--- config.mk ---
export PLATFORM = sky130hd
export DESIGN_NAME = i2c_msg_seq
export DESIGN_NICKNAME = d
export VERILOG_FILES = /design/src/rtl/i2c_msg_seq.sv
export SDC_FILE = /design/constraint.sdc
export NUM_CORES = 1
export LEC_CHECK = 0
export BUFFER_PORTS_ARGS = -buffer_cell sky130_fd_sc_hd__buf_2
export CAP_MARGIN = 25
export CORE_MARGIN = 5
export CORE_UTILIZATION = 30
export DETAILED_ROUTE_END_ITERATION = 12
export SYNTH_ARGS = -nofsm -noshare
export SYNTH_HDL_FRONTEND = slang
export SYNTH_SLANG_ARGS = --single-unit
--- constraint.sdc ---
create_clock -name clk -period 4 [get_ports clk]
set_input_delay 0.6 -clock clk [delete_from_list [all_inputs] [get_ports clk]]
set_output_delay 0.6 -clock clk [all_outputs]
set_load 0.05 [all_outputs]
--- src/rtl/i2c_msg_seq.sv ---
module i2c_msg_seq #(
  parameter int LEN_W = 8,
  parameter int TMO_W = 16
) (
  input  logic             clk,
  input  logic             rst_n,
  input  logic             start_i,
  input  logic [9:0]       addr_i,
  input  logic             ten_i,
  input  logic             rd_i,
  input  logic             nostart_i,
  input  logic [LEN_W-1:0] len_i,
  input  logic             abort_i,
  input  logic [TMO_W-1:0] tmo_i,
  input  logic             stat_valid_i,
  input  logic [7:0]       stat_i,
  input  logic [7:0]       core_rdata_i,
  input  logic [7:0]       tx_data_i,
  output logic             act_valid_o,
  output logic [2:0]       act_o,
  output logic [7:0]       wdata_o,
  output logic             ack_o,
  output logic             ien_o,
  output logic             core_rst_o,
  output logic             tx_pop_o,
  output logic             rx_push_o,
  output logic [7:0]       rx_data_o,
  output logic             done_o,
  output logic [1:0]       result_o,
  output logic             busy_o
);

  localparam logic [2:0] A_START = 3'd1, A_ADDR1 = 3'd2, A_ADDR2 = 3'd3,
                         A_DATA  = 3'd4, A_RECV  = 3'd5, A_CONT  = 3'd6, A_STOP = 3'd7;
  localparam logic [1:0] RES_OK = 2'd0, RES_NODEV = 2'd1, RES_IOERR = 2'd2, RES_TMO = 2'd3;
  localparam logic [LEN_W-1:0] ONE = LEN_W'(1);
  localparam logic [LEN_W-1:0] TWO = LEN_W'(2);

  typedef enum logic [2:0] {S_IDLE, S_WSTART, S_WA1, S_WA2, S_WACK, S_WDATA} st_t;

  st_t              st;
  logic [7:0]       a1_r, a2_r;
  logic             ten_r, sent_r, abrt_r, tmo_r, ack_r, ien_r;
  logic [LEN_W-1:0] left_r;
  logic [TMO_W-1:0] cnt_r;
  logic [1:0]       ok_res;

  assign busy_o = (st != S_IDLE);
  assign ack_o  = ack_r;
  assign ien_o  = ien_r;
  assign ok_res = tmo_r ? RES_TMO : RES_OK;

  always_ff @(posedge clk or negedge rst_n) begin
    if (!rst_n) begin
      st <= S_IDLE;
      a1_r <= '0; a2_r <= '0; ten_r <= 1'b0; sent_r <= 1'b0;
      abrt_r <= 1'b0; tmo_r <= 1'b0; ack_r <= 1'b0; ien_r <= 1'b0;
      left_r <= '0; cnt_r <= '0;
      act_valid_o <= 1'b0; act_o <= '0; wdata_o <= '0;
      core_rst_o <= 1'b0; tx_pop_o <= 1'b0; rx_push_o <= 1'b0; rx_data_o <= '0;
      done_o <= 1'b0; result_o <= RES_OK;
    end else begin
      act_valid_o <= 1'b0;
      tx_pop_o    <= 1'b0;
      rx_push_o   <= 1'b0;
      done_o      <= 1'b0;
      core_rst_o  <= 1'b0;
      if (busy_o && abort_i) abrt_r <= 1'b1;

      if (stat_valid_i) begin
        act_valid_o <= 1'b1;
        if (st == S_IDLE) begin
          act_o <= A_STOP;
          ien_r <= 1'b0;
        end else begin
          case (stat_i)
            8'h08, 8'h10: begin
              act_o <= A_ADDR1; wdata_o <= a1_r; st <= S_WA1;
            end
            8'h18, 8'hD0, 8'h28: begin
              if (stat_i == 8'h18 && ten_r) begin
                act_o <= A_ADDR2; wdata_o <= a2_r; st <= S_WA2;
              end else if (left_r == '0 || (abrt_r && sent_r)) begin
                act_o <= A_STOP; ien_r <= 1'b0; done_o <= 1'b1;
                result_o <= ok_res; st <= S_IDLE;
              end else begin
                act_o <= A_DATA; wdata_o <= tx_data_i; tx_pop_o <= 1'b1;
                left_r <= left_r - ONE; sent_r <= 1'b1; st <= S_WACK;
              end
            end
            8'h40, 8'hE0: begin
              if (stat_i == 8'h40 && ten_r) begin
                act_o <= A_ADDR2; wdata_o <= a2_r; st <= S_WA2;
              end else if (left_r == '0) begin
                act_o <= A_STOP; ien_r <= 1'b0; done_o <= 1'b1;
                result_o <= ok_res; st <= S_IDLE;
              end else begin
                act_o <= A_CONT; st <= S_WDATA;
                if (left_r == ONE || abrt_r) ack_r <= 1'b0;
              end
            end
            8'h50: begin
              act_o <= A_RECV; rx_push_o <= 1'b1; rx_data_o <= core_rdata_i;
              left_r <= left_r - ONE; st <= S_WDATA;
              if (left_r == TWO || abrt_r) ack_r <= 1'b0;
            end
            8'h58: begin
              rx_push_o <= 1'b1; rx_data_o <= core_rdata_i;
              act_o <= A_STOP; ien_r <= 1'b0; done_o <= 1'b1;
              result_o <= ok_res; st <= S_IDLE;
            end
            8'h20, 8'h30, 8'h48: begin
              act_o <= A_STOP; ien_r <= 1'b0; done_o <= 1'b1;
              result_o <= RES_NODEV; st <= S_IDLE;
            end
            default: begin
              core_rst_o <= 1'b1;
              act_o <= A_STOP; ien_r <= 1'b0; done_o <= 1'b1;
              result_o <= RES_IOERR; st <= S_IDLE;
            end
          endcase
        end
      end else if (busy_o) begin
        if (cnt_r == tmo_i) begin
          cnt_r <= '0;
          if (!tmo_r) begin
            tmo_r  <= 1'b1;
            abrt_r <= 1'b1;
          end else begin
            core_rst_o <= 1'b1; done_o <= 1'b1; result_o <= RES_TMO;
            ien_r <= 1'b0; st <= S_IDLE;
          end
        end else begin
          cnt_r <= cnt_r + 1'b1;
        end
      end else if (start_i) begin
        ten_r  <= ten_i;
        a1_r   <= ten_i ? {5'b11110, addr_i[9:8], rd_i} : {addr_i[6:0], rd_i};
        a2_r   <= addr_i[7:0];
        ack_r  <= 1'b1; ien_r <= 1'b1;
        abrt_r <= 1'b0; tmo_r <= 1'b0; cnt_r <= '0; sent_r <= 1'b0;
        act_valid_o <= 1'b1;
        if (nostart_i && rd_i) begin
          act_o <= A_CONT; left_r <= len_i; st <= S_WDATA;
          if (len_i == ONE) ack_r <= 1'b0;
        end else if (nostart_i) begin
          act_o <= A_DATA; wdata_o <= tx_data_i; tx_pop_o <= 1'b1;
          left_r <= len_i - ONE; sent_r <= 1'b1; st <= S_WACK;
        end else begin
          act_o <= A_START; left_r <= len_i; st <= S_WSTART;
        end
      end
    end
  end

  assert_stop_drops_ien_R9: assert property (@(posedge clk) disable iff (!rst_n)
    (act_valid_o && act_o == A_STOP) |-> !ien_o);

  assert_pop_with_data_R4: assert property (@(posedge clk) disable iff (!rst_n)
    tx_pop_o |-> (act_valid_o && act_o == A_DATA));

  assert_push_with_read_R5: assert property (@(posedge clk) disable iff (!rst_n)
    rx_push_o |-> (act_valid_o && (act_o == A_RECV || act_o == A_STOP)));

  assert_done_leaves_idle_R12: assert property (@(posedge clk) disable iff (!rst_n)
    done_o |-> !busy_o);

  assert_core_reset_ends_msg_R7: assert property (@(posedge clk) disable iff (!rst_n)
    core_rst_o |-> (done_o && !busy_o));

  assert_status_answered_R13: assert property (@(posedge clk) disable iff (!rst_n)
    stat_valid_i |=> act_valid_o);

endmodule

# Word level (Yosys, flattened, before mapping)
# Index checks and enable logic that the tools add are counted.
# classes
add_sub_neg	3
n_eq_ne	44
mux	123
bitwise_logic	3
reduce_logical	37
# ops
operator	count
$mux 8	18
$mux 1	64
$mux 3	19
$mux 16	3
$eq 8x7->1 const B	4
$ne 3x3->1 const B	9
$eq 8x6->1 const B	3
$pmux 3 s4	2
$pmux 8 s3	1
$reduce_and 8->1	3
$mux 2	11
$ne 4x4->1 const B	5
$add 16x1->16 const B	1
$eq 16x16->1	1
$eq 8x1->1 const B	2
$eq 8x5->1 const B	2
$eq 8x8->1 const B	2
$pmux 8 s2	1
$sub 8x1->8 const B	2
$ne 2x2->1 const B	6
$reduce_and 6->1	2
$reduce_bool 2->1	6
$reduce_or 12->1	1
$pmux 2 s5	1
other kinds (20)	41
# word_totals
reg_bits	75
in_bits	66
output_inout_bits	29
elab_cells	230

# Longest topological paths before layout
# logic_depth
ltp_word	8
mapped_depth	8
ltp_nobuf	7

# Worst setup path after synthesis
# Ideal clock, no wire load.
# synth_timing
path_kind	in2reg
start	input stat_i[6]
end	register result_o[1]
setup_time_ns	0.125
arrival_time_ns	2.031
t_required_ns	3.875
setup_slack_ns	1.844
path_stages	7
path_buffers	1
path_cell_list	buf_6 -> nor3b_4 -> a21oi_2 -> o22ai_4 -> o311ai_1 -> a211oi_2 -> mux2_4
# synth_via
elab_chain_cells	5
elab_cells_between_ends	27
# synth_lines
item	line_no	rtl
start: declaration	16	input logic [7:0] stat_i,
$eq 8x6->1 (tied with other cells)	76	case (stat_i)
$reduce_or 3->1 or $reduce_or 2->1 (tied branches)	--	
$pmux 2 s5	76	
$mux 2	72	if (st == S_IDLE) begin
$mux 2	70	if (stat_valid_i) begin
end signal: assignment	61	done_o <= 1'b0; result_o <= RES_OK;
end signal: assignment	85	result_o <= ok_res; st <= S_IDLE;
end signal: assignment	96	result_o <= ok_res; st <= S_IDLE;
end: declaration	29	output logic [1:0] result_o,
# Parallel ways exist; a longest one is shown, timed or not. The select of a mux whose other input is x is not followed.
# A chain may end at the register's enable or synchronous reset.

# Worst setup path after layout
# layout_timing
start	register cnt_r[6]
end	register cnt_r[5]
# layout_via
elab_chain_cells	3
# layout_lines
item	line_no	rtl
start: declaration	45	logic [TMO_W-1:0] cnt_r;
start signal: assignment	134	cnt_r <= cnt_r + 1'b1;
$eq 16x16->1	124	if (cnt_r == tmo_i) begin
$mux 16	124	
$mux 16	123	end else if (busy_o) begin
# Every way passes these cells.

==> results.cfg <==
[outcome]
status = completed

[setup_path]
cp_num_cells = 6
crit_buf_inv = 0
crit_family = simple AND/OR/NAND/NOR gates
worstPathArrival_ns = 2.62
r2r_start = cnt_r[6]$_DFFE_PN0P_
endpoint = cnt_r[5]$_DFFE_PN0P_
cp-end-kind = flip-flop
startpoint = cnt_r[6]$_DFFE_PN0P_
crit_path_max_incr_delay_ns = 0.52
crit_chain = xor2_1, nor4_1, nand4_2, nand2_1, o21ai_0, a22o_1
worstPathMaxFanout = 19
cp-start-kind = flip-flop
slowest_stage = nand2_1
r2r_slack_ns = 1.60
worst_ep_required_time_ns = 4.22
r2r_cells = 6
critPathKind = flip-flop to flip-flop
r2r_end = cnt_r[5]$_DFFE_PN0P_

[detailed_routing]
wl_per_cell_um = 17.0
routed.top_layer = met5
drt_wl_total_um = 13300
firstDrtPassIters = 6
ant_nets = 0
m1WireLength_um = 5910
post-route-drc-count = 0
vias = 4249
drt_first_iter_violations = 239
routed_via_density = 5.46
dr_wl_met2_um = 6130
wl_met3_um = 772

[synthesis]
post-synth-top-area-cell = dfrtp_1
synth_ff_type = dfrtp_1
synthTopCellsByArea = dfrtp_1 40%, nand2_1 6.2%, xor2_1 3.9%
synth_area_sq_um = 4660
muxShareOfSynthArea_pct = 5.93
synth-seq-cells = 75
avgSynthCellArea_sq_um = 9.34
yosysSeqAreaShare_pct = 40.3
yosys.area_share.adder_pct = 1.61
synth_top_family_by_area = simple AND/OR/NAND/NOR gates
synth-xor-area-share_pct = 4.89
synth_edf_count = 0
synth_compound_area_share_pct = 19.7
synthSimpleGateAreaFrac_pct = 22.3
synth_nets = 571
yosys_warnings = 0
syn_inst = 499
ys_types = 79
synth_top_area_share_pct = 40.3
asyncSetResetFlopFracSynth_pct = 100

[cells_and_area]
antenna_cells = 0
layoutNonFillerInstCount = 778
post-route-util_pct = 36.5
areaGrowthSynthToFinish_pct = 18.9
layout-drive-gt1-share_pct = 24.7
multi_input_area_sq_um = 2530
seq_area_sq_um = 1880
nFillCells = 1562
final_nets = 658

[cts]
path_clk_slew_ns = 0.05
cts_setup_buffers = 0
clockBufferDepth = 2
clock_sinks = 75
hold_buffers = 0
cts_tree = yes
cts-root-buf = clkbuf_16
cts_made_buffers = 9
htreeDepth = 3
clk-insertion-delay-late_ns = 0.33
post_cts_resized = 0

[run]
drv_cap = 0

[timing]
slew_viol_final = 0
max_slew_margin_pct = 44.6
skew_ns = 0.00590
fin_tns_setup_ns = 0
finalHoldViolations = 0
rsz0062_at_grt = false
fin_crit_ns = 2.40
setup-violations-final = 0
post-route-period-util_pct = 60.0
tightestPinTransition_ns = 0.826
fmax_ghz = 0.417

[hold_path]
hold_path.class = primary input to asynchronous set/reset pin

[grt]
grt_pass1_vias = 4084
grt_pass1_wl_um = 21600
grtUsageTotal_pct = 14.8
grt_overflow_total = 0
grt_max_degree = 76
grt_antenna_before_repair = 1

[floorplan]
core_area_sq_um = 15200
fp.dieH_um = 135
pin_count = 95
die-area_sq_um = 18100
die_w_um = 135
rows = 45
initial_core_util_pct = 30.7

[placed_design]
dp_hpwl_um = 9790
place_inst = 762
place_congestion = 0.893
portBuffers = 94

[power_and_ir_drop]
total_power_mw = 3.17
ir_worst_vdd_v = 0.000335
leakagePower_nw = 2.56
power_density_nw_per_um2 = 572
cell families after synthesis:
logic type / after synthesis
simple gates: 192
compound gates: 127
flops: 75
buf+inv: 47
xor+xnor: 26
mux: 26
fa+ha+maj: 6
per-stage QoR:
stage | hold slack, ns | setup slack, ns | cell area, sq um
global route | 0.0547 | 1.44 | 5540
global placement | 0.457 | 1.39 | 5230
CTS | 0.443 | 1.59 | 5510
finish | 0.0655 | 1.60 | 5540
detailed placement | 0.460 | 1.37 | 5230
floorplan | 0.304 | 1.84 | 4660
worst min-delay path by stage:
stage,from,to,slack [ns],cells past startpoint
floorplan,rst_n,a1_r[0]$_DFFE_PN0P_,0.30,0
global placement,a1_r[4]$_DFFE_PN0P_,a1_r[4]$_DFFE_PN0P_,0.46,2
detailed placement,a1_r[4]$_DFFE_PN0P_,a1_r[4]$_DFFE_PN0P_,0.46,2
CTS,addr_i[7],a2_r[7]$_DFFE_PN0P_,0.44,3
global route,rst_n,wdata_o[4]$_DFFE_PN0P_,0.05,1
finish,rst_n,a2_r[4]$_DFFE_PN0P_,0.07,1
report_power, final:
| part | switching (mW) | leakage [nW] | total, mW | internal, mW |
|---|---|---|---|---|
| Combinational | 0.830 | 1.48 | 1.20 | 0.371 |
| Clock | 0.304 | 0.135 | 0.772 | 0.468 |
| Sequential | 0.203 | 0.946 | 1.20 | 0.995 |
| Total | 1.34 | 2.56 | 3.17 | 1.83 |
worst reg2reg max path, delay by kind of cell (launching register included):
family                    cells  cell delay, ns
AOI/OAI and AO/OA             2            0.45
xor gates and xnor gates      1            0.20
DFF                           1            0.47
and+or+nand+nor               3            1.18
cell type report:
cell class              count  area share (%)
repair buffers             97            9.30
multi-input cells         377            45.7
well taps                 188            4.24
flip-flops and latches     75            33.9
clock inverters             1           0.135
inverters                  26            1.76
clock buffers              14            4.94
cell usage after synthesis, drive strengths merged, types with 3 or more instances:
master,instances
o21a,3
and3,4
a21oi,21
nand2b,4
o32ai,3
inv,25
a22oi,5
nor3,15
nor3b,5
a21o,10
nor4,15
o21ai,34
xor2,21
nor2b,3
a222oi,9
buf,14
o22ai,7
or4,5
o211ai,6
mux2,10
nand2,77
nand3,12
ha,6
nor2,30
or3,6
mux2i,16
clkbuf,7
a211oi,6
xnor2,5
nand4b,3
dfrtp,75
cell usage in the layout (no fill, tap or decap), types with 3 or more instances in the layout:
cell type / synthesis / final
o21ai_1: 4 / 4
o21a_1: 3 / 3
buf_4: 1 / 3
clkbuf_16: 0 / 9
clkbuf_8: 1 / 3
nand2_1: 77 / 77
xor2_1: 21 / 21
nor3b_1: 3 / 3
mux2i_1: 16 / 16
buf_2: 4 / 93
xnor2_1: 5 / 5
o21ai_0: 29 / 29
dfrtp_1: 75 / 75
nor3_1: 12 / 12
a222oi_1: 9 / 9
nor4_1: 12 / 12
nor2_1: 27 / 27
a22oi_1: 5 / 5
nor2b_1: 3 / 3
o32ai_1: 3 / 3
a21oi_1: 20 / 20
nand2b_1: 4 / 4
mux2_2: 9 / 9
and3_1: 4 / 4
a211oi_1: 4 / 4
o22ai_1: 5 / 5
ha_1: 6 / 6
or3_1: 6 / 6
a21o_1: 10 / 10
nand3_1: 11 / 11
or4_1: 5 / 5
inv_1: 24 / 24
o211ai_1: 6 / 6
routing by layer:
layer  vias to the layer above  global-route usage, %
met3                        33                   2.53
met4                         2                   7.18
met2                       175                   22.4
li1                       2005                      -
met5                         -                      0
met1                      2034                   20.4
registers in the layout (all words and copies together), names as in the netlist, 2 cells and up:
| name | flops |
|---|---|
| cnt_r | 16 |
| a1_r | 8 |
| a2_r | 8 |
| left_r | 8 |
| rx_data_o | 8 |
| wdata_o | 8 |
| act_o | 3 |
| st | 3 |
| result_o | 2 |
Power figures use the tool's default switching activity.
